File: config.mk
export PLATFORM = sky130hd
export DESIGN_NAME = shared_bus_arbiter
export DESIGN_NICKNAME = d
export VERILOG_FILES = /design/src/rtl/arb_pkg.sv /design/src/rtl/arb_prio_pick.sv /design/src/rtl/arb_split_mask.sv /design/src/rtl/arb_grant_dec.sv /design/src/rtl/shared_bus_arbiter.sv
export SDC_FILE = /design/constraint.sdc
export NUM_CORES = 1
export LEC_CHECK = 0
export ABC_AREA = 1
export BUFFER_PORTS_ARGS = -buffer_cell sky130_fd_sc_hd__buf_2
export CORE_MARGIN = 2
export CORE_UTILIZATION = 49
export CTS_BUF_LIST = sky130_fd_sc_hd__clkbuf_8
export CTS_CLUSTER_SIZE = 8
export DETAILED_ROUTE_END_ITERATION = 16
export PLACE_DENSITY = 0.8
export SYNTH_ARGS = -nofsm -noshare
export SYNTH_HDL_FRONTEND = slang
export SYNTH_SLANG_ARGS = --single-unit
File: constraint.sdc
create_clock -name clk -period 2.4 [get_ports clk]
set_clock_uncertainty 0.2 [all_clocks]
set_input_delay 0.48 -clock clk [delete_from_list [all_inputs] [get_ports clk]]
set_output_delay 0.48 -clock clk [all_outputs]
set_load 0.01 [all_outputs]
File: src/rtl/arb_pkg.sv
package arb_pkg;

   // transfer type seen on the bus
   typedef enum logic [1:0] {
      TR_IDLE = 2'b00,
      TR_BUSY = 2'b01,
      TR_NSEQ = 2'b10,
      TR_SEQ  = 2'b11
   } xfer_t;

   // slave response code
   typedef enum logic [1:0] {
      RS_OKAY  = 2'b00,
      RS_ERROR = 2'b01,
      RS_RETRY = 2'b10,
      RS_SPLIT = 2'b11
   } resp_t;

   localparam int MID_W   = 4;
   localparam int MAX_MST = 16;

endpackage

File: src/rtl/arb_prio_pick.sv
module arb_prio_pick #(
   parameter int N  = 4,
   parameter int IW = 2
) (
   input  logic [N-1:0]  eligible,
   input  logic [IW-1:0] last_id,
   input  logic          rr_mode,
   output logic          found,
   output logic [IW-1:0] win_id
);

   // lowest index wins
   function automatic logic [IW:0] pick_fixed(input logic [N-1:0] e);
      logic [IW:0] r;
      r = '0;
      for (int i = N - 1; i >= 0; i--) begin
         if (e[i]) r = {1'b1, IW'(i)};
      end
      return r;
   endfunction

   // first eligible index at or after last+1, wrapping
   function automatic logic [IW:0] pick_rot(input logic [N-1:0] e,
                                            input logic [IW-1:0] last);
      logic [IW:0] r;
      int          start;
      int          idx;
      r     = '0;
      start = int'(last) + 1;
      if (start >= N) start = 0;
      for (int k = N - 1; k >= 0; k--) begin
         idx = start + k;
         if (idx >= N) idx = idx - N;
         if (e[idx]) r = {1'b1, IW'(idx)};
      end
      return r;
   endfunction

   logic [IW:0] res_fix;
   logic [IW:0] res_rot;
   logic [IW:0] res_sel;

   always_comb begin
      res_fix = pick_fixed(eligible);
      res_rot = pick_rot(eligible, last_id);
      res_sel = rr_mode ? res_rot : res_fix;
      found   = res_sel[IW];
      win_id  = res_sel[IW-1:0];
   end

endmodule

File: src/rtl/arb_split_mask.sv
module arb_split_mask
   import arb_pkg::*;
#(
   parameter int N  = 4,
   parameter int IW = 2
) (
   input  logic          clk,
   input  logic          rst_n,
   input  logic          ready,
   input  logic [1:0]    resp,
   input  logic [IW-1:0] dph_id,
   input  logic [N-1:0]  split_resume,
   output logic [N-1:0]  mask
);

   resp_t       rs;
   logic        split_hit;
   logic [N-1:0] set_vec;

   assign rs        = resp_t'(resp);
   assign split_hit = (rs == RS_SPLIT) && !ready;

   genvar g;
   generate
      for (g = 0; g < N; g++) begin : g_set
         assign set_vec[g] = split_hit && (dph_id == IW'(g));
      end
   endgenerate

   always_ff @(posedge clk or negedge rst_n) begin
      if (!rst_n) mask <= '0;
      else        mask <= (mask & ~split_resume) | set_vec;
   end


   split_set_chk: assert property (@(posedge clk) disable iff (!rst_n)
      ((rs == RS_SPLIT) && !ready) |=> mask[$past(dph_id)]);


   retry_keep_chk: assert property (@(posedge clk) disable iff (!rst_n)
      ((rs == RS_RETRY) && (split_resume == '0)) |=> $stable(mask));

   generate
      for (g = 0; g < N; g++) begin : g_clr

         resume_clr_chk: assert property (@(posedge clk) disable iff (!rst_n)
            (split_resume[g] && !(split_hit && (dph_id == IW'(g)))) |=> !mask[g]);
      end
   endgenerate

endmodule

File: src/rtl/arb_grant_dec.sv
module arb_grant_dec #(
   parameter int N  = 4,
   parameter int IW = 2
) (
   input  logic [IW-1:0] id,
   output logic [N-1:0]  grant
);

   genvar g;
   generate
      for (g = 0; g < N; g++) begin : g_dec
         assign grant[g] = (id == IW'(g));
      end
   endgenerate

endmodule

File: src/rtl/shared_bus_arbiter.sv
module shared_bus_arbiter
   import arb_pkg::*;
#(
   parameter int N_MASTERS = 4
) (
   input  logic                 clk,
   input  logic                 rst_n,
   input  logic                 rr_mode,
   input  logic [N_MASTERS-1:0] req,
   input  logic [N_MASTERS-1:0] lock_req,
   input  logic [1:0]           trans,
   input  logic                 ready,
   input  logic [1:0]           resp,
   input  logic [N_MASTERS-1:0] split_resume,
   output logic [N_MASTERS-1:0] grant,
   output logic [MID_W-1:0]     master_id,
   output logic                 master_lock
);

   localparam int IW = $clog2(N_MASTERS);

   generate
      if (N_MASTERS < 2 || N_MASTERS > MAX_MST) begin : g_bad_cfg
         $error("shared_bus_arbiter: N_MASTERS must be in 2..16");
      end
   endgenerate

   logic [IW-1:0]        gid_q;
   logic [IW-1:0]        dph_q;
   logic                 lk_q;
   logic [N_MASTERS-1:0] mask;
   logic [N_MASTERS-1:0] eligible;
   logic                 found;
   logic [IW-1:0]        win_id;
   logic                 cur_lock;
   logic                 active;
   xfer_t                xt;

   assign xt       = xfer_t'(trans);
   assign active   = (xt == TR_NSEQ) || (xt == TR_SEQ);
   assign cur_lock = lock_req[gid_q];
   assign eligible = req & ~mask;

   arb_prio_pick #(.N(N_MASTERS), .IW(IW)) u_pick (
      .eligible (eligible),
      .last_id  (gid_q),
      .rr_mode  (rr_mode),
      .found    (found),
      .win_id   (win_id)
   );

   arb_split_mask #(.N(N_MASTERS), .IW(IW)) u_mask (
      .clk          (clk),
      .rst_n        (rst_n),
      .ready        (ready),
      .resp         (resp),
      .dph_id       (dph_q),
      .split_resume (split_resume),
      .mask         (mask)
   );

   arb_grant_dec #(.N(N_MASTERS), .IW(IW)) u_dec (
      .id    (gid_q),
      .grant (grant)
   );

   always_ff @(posedge clk or negedge rst_n) begin
      if (!rst_n) begin
         gid_q <= '0;
         dph_q <= '0;
         lk_q  <= 1'b0;
      end else if (ready) begin
         dph_q <= gid_q;
         if (cur_lock) begin
            lk_q <= 1'b1;
         end else if (lk_q) begin
            if (active) lk_q <= 1'b0;
         end else begin
            gid_q <= found ? win_id : '0;
         end
      end
   end

   assign master_id   = MID_W'(gid_q);
   assign master_lock = cur_lock | lk_q;


   stall_hold_chk: assert property (@(posedge clk) disable iff (!rst_n)
      !ready |=> $stable(master_id));


   lock_hold_chk: assert property (@(posedge clk) disable iff (!rst_n)
      (ready && lock_req[gid_q]) |=> ($stable(master_id) && master_lock));


   grant_match_chk: assert property (@(posedge clk) disable iff (!rst_n)
      $onehot(grant) && grant[master_id[IW-1:0]]);


   idle_default_chk: assert property (@(posedge clk) disable iff (!rst_n)
      (ready && !lock_req[gid_q] && !lk_q && ((req & ~mask) == '0))
         |=> (master_id == '0));

endmodule

==> results_dict.tcl, run 1 <==
set metrics [dict create \
    htreeDepth 1 \
    syn_avg_cell_area_sq_um 6.35 \
    fill_cells 150 \
    pre_cts_slack_ns 0.313 \
    synth_warnings 0 \
    tns_ns 0 \
    postPlaceCellArea_sq_um 877 \
    drive_above_1_share 0.253 \
    rsz0062_at_grt "no" \
    power.total_w 0.00108 \
    finalNetCount 171 \
    io-pin-count 29 \
    crit_top_cell "nand2_1" \
    comb_power_share 0.619 \
    layout_commonest_cell "nand2_1" \
    endpoint "gid_q[0]$_DFFE_PN0P_" \
    viasPerCell 4.91 \
    cts_sinks 9 \
    ys_types 21 \
    holdWs_ns 0.221 \
    crit_chain "inv_2 -> ha_1 -> inv_1 -> nand2_1 -> nand2_2 -> nand2_2 -> nand2_1 -> nor2_1 -> nor2_1 -> nand2_1 -> nand3_1 -> nand2_1 -> nand2_1" \
    fin_crit_sh 0.876 \
    grt_overflow_total 0 \
    maxSlewViolCount 0 \
    outcome "complete, no violations" \
    cellPowerDensity_nw_per_um2 1150 \
    antenna_cells 0 \
    route.detailed.drc 0 \
    die_w_um 42.9 \
    antenna_found_initial 0 \
    postSynthCellCount 117 \
    max-vdd-ir-drop_v 0.000667 \
    ff_latch_area_sq_um 225 \
    worst_slack_ns 0.299 \
    power_frac_clock 0.156 \
    start_kind "register" \
    die_area_sq_um 1840 \
    critical_path.max_stage_delay_ns 0.48 \
    ys_ff_latch 9 \
    grt_max_degree 10 \
    io_buffers 25 \
    slowest_stage "dfrtp_1" \
    multi_input_area_sq_um 443 \
    insertion_delay_ns 0.23 \
    final_cell_mix "nand2_1, buf_2, inv_1, nand3_1, dfrtp_1" \
    p_leak_nw 0.549 \
    gp_congestion 0.890 \
    drt_iter0_drc 19 \
    cts_tree "done" \
    swShare 0.488 \
    post_drt_wl_per_cell_um 9.88 \
    report.final.setup_viol 0 \
    wl_um 1600 \
    synthToLayoutAreaGrowth_pct 25.4 \
    fin_crit_ns 2.10 \
    first_pass_iters 4 \
    postCtsSetupBuffers 0 \
    routed-via-count 796 \
    r2r_cells 13 \
    min_path_type "input pin to register" \
    synthesis.area_sq_um 743 \
    crit_start "gid_q[0]$_DFFE_PN0P_" \
    dpl.hpwl_um 1370 \
    initial_utilization 0.505 \
    r2r_slack_ns 0.30 \
    drv_cap 0 \
    p_seq_frac 0.225 \
    r2r-start "gid_q[0]$_DFFE_PN0P_" \
    postRouteAntennaNets 0 \
    crit_required_ns 2.32 \
    arrival_ns 2.02 \
    clk_path_buf_depth 2 \
    grt_pass1_vias 732 \
    post-route-cell-area_sq_um 932 \
    fmax_ghz 0.476 \
    clk_pin_slew_ns 0.04 \
    grt_pass1_wl_um 2860 \
    cts_buffers 3 \
    p_switching_w 0.000525 \
    grtUsageTotal 0.199 \
    r2r-end "gid_q[0]$_DFFE_PN0P_" \
    worstSetupPathType "register to register" \
    core_sq_um 1470 \
    cp_max_fo 8 \
    final_hold_viol_count 0 \
    die_h_um 42.9 \
    ys_seq_area_frac 0.303 \
    internal_power_w 0.000550 \
    cts-root-buf "clkbuf_8" \
    critPathCaptureType "register" \
    rows 14 \
]
power by group through the flow:
stage / sequential [W] / combinational (W) / clock [W]
2_1_floorplan: 0.000242 / 0.000514 / 0
3_3_place_gp: 0.000243 / 0.000647 / 0
3_5_place_dp: 0.000245 / 0.000665 / 0
4_1_cts: 0.000243 / 0.000669 / 0.000171
5_1_grt: 0.000250 / 0.000772 / 0.000182
6_report: 0.000242 / 0.000666 / 0.000167
cell families after synthesis:
logic type	Yosys count	share of synthesized area
fa+ha+maj	4	0.0673
flops	9	0.303
simple gates	72	0.421
buf+inv	19	0.106
compound gates	12	0.0976
other cells	1	0.00505
worst min-delay path by stage:
stage	from	end	slack, ns	cells past startpoint
2_1_floorplan	rst_n	dph_q[0]$_DFFE_PN0P_	-0.02	0
3_3_place_gp	rst_n	u_mask.mask[3]$_DFF_PN0_	0.14	1
3_5_place_dp	rst_n	u_mask.mask[3]$_DFF_PN0_	0.14	1
4_1_cts	split_resume[2]	u_mask.mask[2]$_DFF_PN0_	0.22	2
5_1_grt	split_resume[0]	u_mask.mask[0]$_DFF_PN0_	0.23	2
6_report	split_resume[2]	u_mask.mask[2]$_DFF_PN0_	0.22	2
through the flow:
| stage | utilization | instances |
|---|---|---|
| finish | 0.634 | 162 |
| global route | 0.634 | 162 |
| CTS | 0.634 | 162 |
| detailed placement | 0.596 | 157 |
| global placement | 0.596 | 157 |
| floorplan | - | 118 |
worst max-delay path, delay by kind of cell (launching register included):
kind / cells / cell delay, ns
simple gates: 10 / 0.71
flops: 1 / 0.48
fa+ha+maj: 1 / 0.38
buf+inv: 2 / 0.23
final cells by class:
cell class / instances / area share
clock buffer: 3 / 0.0443
sequential: 9 / 0.242
tap: 16 / 0.0215
timing repair buffer: 26 / 0.145
clock inverter: 1 / 0.00403
multi-input combinational: 90 / 0.475
inverter: 17 / 0.0685
registers in the layout, indices dropped and copies added (netlist names):
register and cells:
dph_q 2, lk_q 1, gid_q 2, u_mask.mask 4
Yosys cell counts:
cell | instances | area, sq um
nand4_1 | 1 | 6.26
o22ai_1 | 2 | 12.5
nand3_2 | 1 | 10.0
nor2_1 | 6 | 22.5
nand2_1 | 44 | 165
a21oi_1 | 1 | 5.00
inv_2 | 1 | 3.75
nand3_1 | 10 | 50.1
nand2_2 | 6 | 37.5
o21ai_1 | 1 | 5.00
a31oi_1 | 2 | 12.5
nor3_1 | 3 | 15.0
o32ai_1 | 2 | 17.5
inv_1 | 15 | 56.3
clkinv_1 | 1 | 3.75
conb_1 | 1 | 3.75
o21ai_0 | 4 | 20.0
dfrtp_1 | 9 | 225
nor2_2 | 1 | 6.26
ha_1 | 4 | 50.1
buf_4 | 2 | 15.0
metal layers:
layer	GRT usage	part of all wire	up-vias
met3	0.0255	0.046	2
li1	-	-	428
met1	0.253	0.44	341
met2	0.342	0.51	25
met5	0	0	-
met4	0.0727	0.0087	0
repair_timing:
item / CTS / global route
resized for setup: 0 / 0
hold buffers: 1 / 0
setup endpoints to repair: 0 / 0
endpoints found under the hold margin: 9 / 0
No activity file was read; power rests on OpenSTA's default activity.
==> inputs of run 2 (changes only) <==
--- a/config.mk
+++ b/config.mk
@@ -8,11 +8,11 @@
 export ABC_AREA = 1
 export BUFFER_PORTS_ARGS = -buffer_cell sky130_fd_sc_hd__buf_2
 export CORE_MARGIN = 2
-export CORE_UTILIZATION = 49
+export CORE_UTILIZATION = 45
 export CTS_BUF_LIST = sky130_fd_sc_hd__clkbuf_8
 export CTS_CLUSTER_SIZE = 8
 export DETAILED_ROUTE_END_ITERATION = 16
-export PLACE_DENSITY = 0.8
+export PLACE_DENSITY = 0.78
 export SYNTH_ARGS = -nofsm -noshare
 export SYNTH_HDL_FRONTEND = slang
 export SYNTH_SLANG_ARGS = --single-unit
==> constraint.sdc (replaced) <==
create_clock -name clk -period 1.8 [get_ports clk]
set_clock_uncertainty 0.2 [all_clocks]
set_input_delay 0.36 -clock clk [delete_from_list [all_inputs] [get_ports clk]]
set_output_delay 0.36 -clock clk [all_outputs]
set_load 0.01 [all_outputs]
==> results_dict.tcl, run 2 (synthesis gave the netlist of run 1 again) <==
set metrics [dict create \
    outcome "finished, violations left" \
    violations "negative setup slack" \
    dpl.hpwl_um 1540 \
    crit_top_cell "nand2_2" \
    clk_path_buf_depth 2 \
    cp_max_fo 5 \
    grt_overflow_total 0 \
    min_from "split_resume[2]" \
    arrival_ns 1.26 \
    critPathCaptureType "primary output" \
    cellPowerDensity_nw_per_um2 1650 \
    core_sq_um 1520 \
    wl_met2_um 1060 \
    grtUsageTotal 0.235 \
    layout_commonest_cell "nand2_1" \
    final_cell_mix "nand2_1, buf_2, inv_1, nand2_2, buf_4" \
    cpLargestDelayFamily "flip-flops" \
    worstSetupPathType "register to primary output" \
    hold_path_end "u_mask.mask[2]$_DFF_PN0_" \
    r2r-end "gid_q[0]$_DFFE_PN0P_" \
    top_layer "met4" \
    synthToLayoutAreaGrowth_pct 45.5 \
    r2r-start "gid_q[0]$_DFFE_PN0P_" \
    fin_crit_ns 1.82 \
    io_buffers 25 \
    finalNetCount 181 \
    die_h_um 44.6 \
    clk_pin_slew_ns 0.05 \
    cts-root-buf "clkbuf_8" \
    die_area_sq_um 1990 \
    drt_iter0_drc 25 \
    r2r_cells 11 \
    largest-register "u_mask.mask" \
    post_drt_wl_per_cell_um 12.0 \
    critical_path.max_stage_delay_ns 0.45 \
    gp_congestion 0.933 \
    rsz0062_at_grt "yes" \
    cts_buffers 3 \
    fin_crit_sh 1.01 \
    maxSlewViolCount 0 \
    insertion_delay_ns 0.23 \
    slowest_stage "dfrtp_2" \
    min_path_type "input pin to register" \
    antenna_found_initial 0 \
    wl_met1_um 851 \
    worst_slack_ns -0.0225 \
    cts_tree "done" \
    r2r_slack_ns -0.01 \
    report.final.setup_viol 3 \
    drive_above_1_share 0.404 \
    grt_max_degree 10 \
    antenna_cells 0 \
    p_leak_nw 0.606 \
    max-vdd-ir-drop_v 0.00102 \
    cts_sinks 9 \
    start_kind "register" \
    first_pass_iters 4 \
    reg.largest.list "u_mask.mask: 4 flops, dph_q: 2 flops, gid_q: 2 flops" \
    postRouteAntennaNets 0 \
    htreeDepth 1 \
    finalNonFillerCells 172 \
    crit_chain "inv_2 -> buf_6 -> nand2_2 -> nand3_2 -> nand2_2 -> nand2_1 -> buf_2" \
    grt_pass1_wl_um 3410 \
    io-pin-count 29 \
    power.total_w 0.00179 \
    final_hold_viol_count 0 \
    crit_required_ns 1.24 \
    viasPerCell 5.08 \
    rows 14 \
    placed_cells 163 \
    cp_num_buf_inv 3 \
    routed-via-count 873 \
    grt_pass1_vias 818 \
    die_w_um 44.6 \
    fmax_ghz 0.549 \
    initial_utilization 0.488 \
    route.detailed.drc 0 \
    fill_cells 143 \
    wl_um 2060 \
    hold-path-cell-count 2 \
    dr_wl_met3_um 113 \
    drv_cap 0 \
    largest_register_ffs 4 \
]
==> run 2: cell types whose count changed in the layout (fill, tap and decap cells not counted), sizes merged <==
| cell | before | now |
|---|---|---|
| buf | 25 | 35 |
==> run 2: through the flow <==
stage	setup TNS, ns	setup slack, ns	area [sq um]	utilization	hold slack (ns)
2_1_floorplan	0	0.000726	769	-	-0.136
3_3_place_gp	0	0.0180	945	0.620	0.0153
3_5_place_dp	-0.0393	-0.0393	945	0.620	0.0199
4_1_cts	-0.00369	-0.00369	1060	0.696	0.106
5_1_grt	-0.303	-0.124	1080	0.709	0.102
6_report	-0.0341	-0.0225	1080	0.709	0.103
==> run 2: worst max path at each step <==
stage	startpoint	to	slack (ns)	depth (start not counted)
after floorplan	gid_q[0]$_DFFE_PN0P_	gid_q[0]$_DFFE_PN0P_	0.0007	13
after global placement	gid_q[0]$_DFFE_PN0P_	gid_q[0]$_DFFE_PN0P_	0.02	13
after detailed placement	gid_q[0]$_DFFE_PN0P_	gid_q[0]$_DFFE_PN0P_	-0.04	13
after CTS	gid_q[0]$_DFFE_PN0P_	master_lock	-0.004	7
after global routing	gid_q[0]$_DFFE_PN0P_	gid_q[0]$_DFFE_PN0P_	-0.12	12
final	gid_q[0]$_DFFE_PN0P_	master_lock	-0.02	7
==> run 2: timing repair <==
action / CTS / global route
pin swaps: 11 / 4
hold buffers: 1 / 0
endpoints found under the hold margin: 9 / 0
setup endpoints to repair: 2 / 3
gates resized for setup: 10 / 5
setup buffers: 3 / 1
==> run 2: cell type report <==
type                       instances  area (sq um)  share of cell area
timing repair buffer              36           214               0.198
clock inverter                     1          3.75             0.00347
tap                               16          20.0              0.0185
inverter                          17          63.8              0.0590
sequential                         9           228               0.211
multi-input combinational         90           510               0.472
clock buffer                       3          41.3              0.0382
==> run 2: metal layers <==
metal	vias up	track usage
li1	448	-
met1	389	0.257
met2	34	0.438
met3	2	0.0694
met4	0	0.0545
met5	-	0
==> run 2: report_power, final <==
group | internal (W) | leakage [nW] | switching, W
clock network | 0.000149 | 0.0269 | 0.0000847
logic | 0.000534 | 0.464 | 0.000692
registers | 0.000263 | 0.115 | 0.0000639
total | 0.000946 | 0.606 | 0.000840
==> inputs of run 3 (changes only) <==
--- a/config.mk
+++ b/config.mk
@@ -5,14 +5,14 @@
 export SDC_FILE = /design/constraint.sdc
 export NUM_CORES = 1
 export LEC_CHECK = 0
-export ABC_AREA = 1
+export ABC_AREA = 0
 export BUFFER_PORTS_ARGS = -buffer_cell sky130_fd_sc_hd__buf_2
 export CORE_MARGIN = 2
-export CORE_UTILIZATION = 45
+export CORE_UTILIZATION = 43
 export CTS_BUF_LIST = sky130_fd_sc_hd__clkbuf_8
 export CTS_CLUSTER_SIZE = 8
 export DETAILED_ROUTE_END_ITERATION = 16
-export PLACE_DENSITY = 0.78
+export PLACE_DENSITY = 0.76
 export SYNTH_ARGS = -nofsm -noshare
 export SYNTH_HDL_FRONTEND = slang
 export SYNTH_SLANG_ARGS = --single-unit
==> results_dict.tcl, run 3 <==
set metrics [dict create \
    crit_required_ns 1.24 \
    gp_congestion 0.721 \
    final_cell_mix "buf_2, buf_4, dfrtp_1, buf_6, inv_1" \
    antenna_found_initial 0 \
    drv_cap 0 \
    grt_pass1_vias 625 \
    min_path_type "input pin to register" \
    p_leak_nw 0.492 \
    syn_avg_cell_area_sq_um 9.67 \
    dpl.hpwl_um 1200 \
    outcome "finished, violations left" \
    worstSetupPathType "register to primary output" \
    placed_cells 117 \
    reg.largest.list "u_mask.mask: 4 flops, dph_q: 2 flops, gid_q: 2 flops" \
    clk_path_buf_depth 2 \
    post_drt_wl_per_cell_um 13.7 \
    grtUsageTotal 0.178 \
    fmax_ghz 0.486 \
    die_h_um 43.4 \
    grt_max_degree 10 \
    insertion_delay_ns 0.23 \
    htreeDepth 1 \
    grt_overflow_total 0 \
    layout_commonest_cell "buf_2" \
    cts-root-buf "clkbuf_8" \
    cts_tree "done" \
    max-vdd-ir-drop_v 0.000870 \
    io-pin-count 29 \
    cp_max_fo 2 \
    rows 14 \
    ys_seq_area_frac 0.338 \
    finalNetCount 136 \
    report.final.setup_viol 5 \
    io_buffers 25 \
    drive_above_1_share 0.568 \
    rsz0062_at_grt "yes" \
    cts_buffers 3 \
    ys_types 33 \
    die_area_sq_um 1880 \
    clk_pin_slew_ns 0.04 \
    die_w_um 43.4 \
    fin_crit_ns 2.06 \
    violations "negative setup slack" \
    route.detailed.drc 0 \
    cts_sinks 9 \
    start_kind "register" \
    grt_pass1_wl_um 2470 \
    initial_utilization 0.453 \
    largest-register "u_mask.mask" \
    postRouteAntennaNets 0 \
    cellPowerDensity_nw_per_um2 1410 \
    fin_crit_sh 1.14 \
    postSynthCellCount 69 \
    final_hold_viol_count 0 \
    routed-via-count 678 \
    arrival_ns 1.50 \
    drt_iter0_drc 5 \
    synth_ff_type "dfrtp_1" \
    async_reset_ff_frac 1.00 \
    netlist_top_cells_area "dfrtp_1, ha_1, mux2_2" \
    finalNonFillerCells 127 \
    largest_register_ffs 4 \
    synth_edf_count 0 \
    synthesis.area_sq_um 667 \
    synth_warnings 0 \
    power.total_w 0.00148 \
    synth_top_cell_area_share 0.338 \
    first_pass_iters 2 \
    synth.most_common_cell "dfrtp_1" \
    synth_largest_area_cell "dfrtp_1" \
    worst_slack_ns -0.258 \
    synthTopCellsByCount "dfrtp_1, inv_1, o21ai_0, ha_1" \
    ys_ff_latch 9 \
    viasPerCell 5.34 \
    wl_um 1740 \
    maxSlewViolCount 0 \
    synthToLayoutAreaGrowth_pct 57.4 \
    antenna_cells 0 \
    core_sq_um 1470 \
    critPathCaptureType "primary output" \
]
[run 3: worst paths after layout]
path,startpoint,end,slack [ns],cells past startpoint
max,gid_q[0]$_DFFE_PN0P_,master_lock,-0.26,3
min,split_resume[1],u_mask.mask[1]$_DFF_PN0_,0.11,2
max in group asynchronous,rst_n,gid_q[0]$_DFFE_PN0P_,0.91,2
max reg2reg,gid_q[0]$_DFFE_PN0P_,gid_q[0]$_DFFE_PN0P_,-0.18,8
min reg2reg,u_mask.mask[0]$_DFF_PN0_,u_mask.mask[0]$_DFF_PN0_,0.32,2
min in group asynchronous,rst_n,dph_q[0]$_DFFE_PN0P_,0.30,2
[run 3: routing by layer]
layer	wire length [um]	up-vias	global-route usage
met5	0	-	0
met4	26	0	0.109
met3	64	4	0.0417
met2	1000	16	0.316
met1	645	326	0.189
li1	-	332	-
[run 3: cell families after synthesis]
group / after synthesis / share of synthesized area
AOI/OAI and AO/OA: 18 / 0.189
other: 1 / 0.00562
DFF: 9 / 0.338
buffers and inverters: 8 / 0.0563
and+or+nand+nor: 24 / 0.236
adders and majority gates: 5 / 0.0901
muxes: 4 / 0.0844
[run 3: stage by stage]
step / setup slack [ns] / util / cell area [sq um] / setup TNS [ns] / hold WS [ns]
after floorplan: -0.0216 / - / 674 / -0.0216 / -0.136
after global routing: -0.289 / 0.713 / 1050 / -1.00 / 0.120
after detailed placement: -0.0674 / 0.588 / 865 / -0.0720 / 0.0169
final: -0.258 / 0.713 / 1050 / -0.776 / 0.107
after global placement: -0.0586 / 0.588 / 865 / -0.0586 / 0.0164
after CTS: -0.236 / 0.676 / 995 / -0.514 / 0.104
[run 3: report_power, final]
group,internal [W],total (W),switching [W]
clock,0.000148,0.000227,0.0000783
combinational,0.000511,0.000919,0.000409
sequential,0.000266,0.000329,0.0000632
total,0.000925,0.00148,0.000550
[run 3: worst max-delay path, cell delays in order (launching register included)]
cell,delay (ns)
dfrtp_2,0.38
mux4_2,0.53
or2_4,0.24
buf_6,0.12
[run 3: layout make-up]
class / instances / area, sq um
fillers: 117 / 422
multi-input cells: 53 / 468
flip-flops and latches: 9 / 226
clock inverters: 1 / 3.75
clock buffers: 3 / 41.3
well taps: 16 / 20.0
inverters: 6 / 25.0
repair buffers: 39 / 265
[run 3: timing repair]
action                                  CTS  global route
buffers inserted                          3             2
gates resized for setup                  12             7
pin swaps                                 2             7
hold endpoints to repair                  9             0
endpoints found under the setup margin    3             6
hold buffers                              1             0
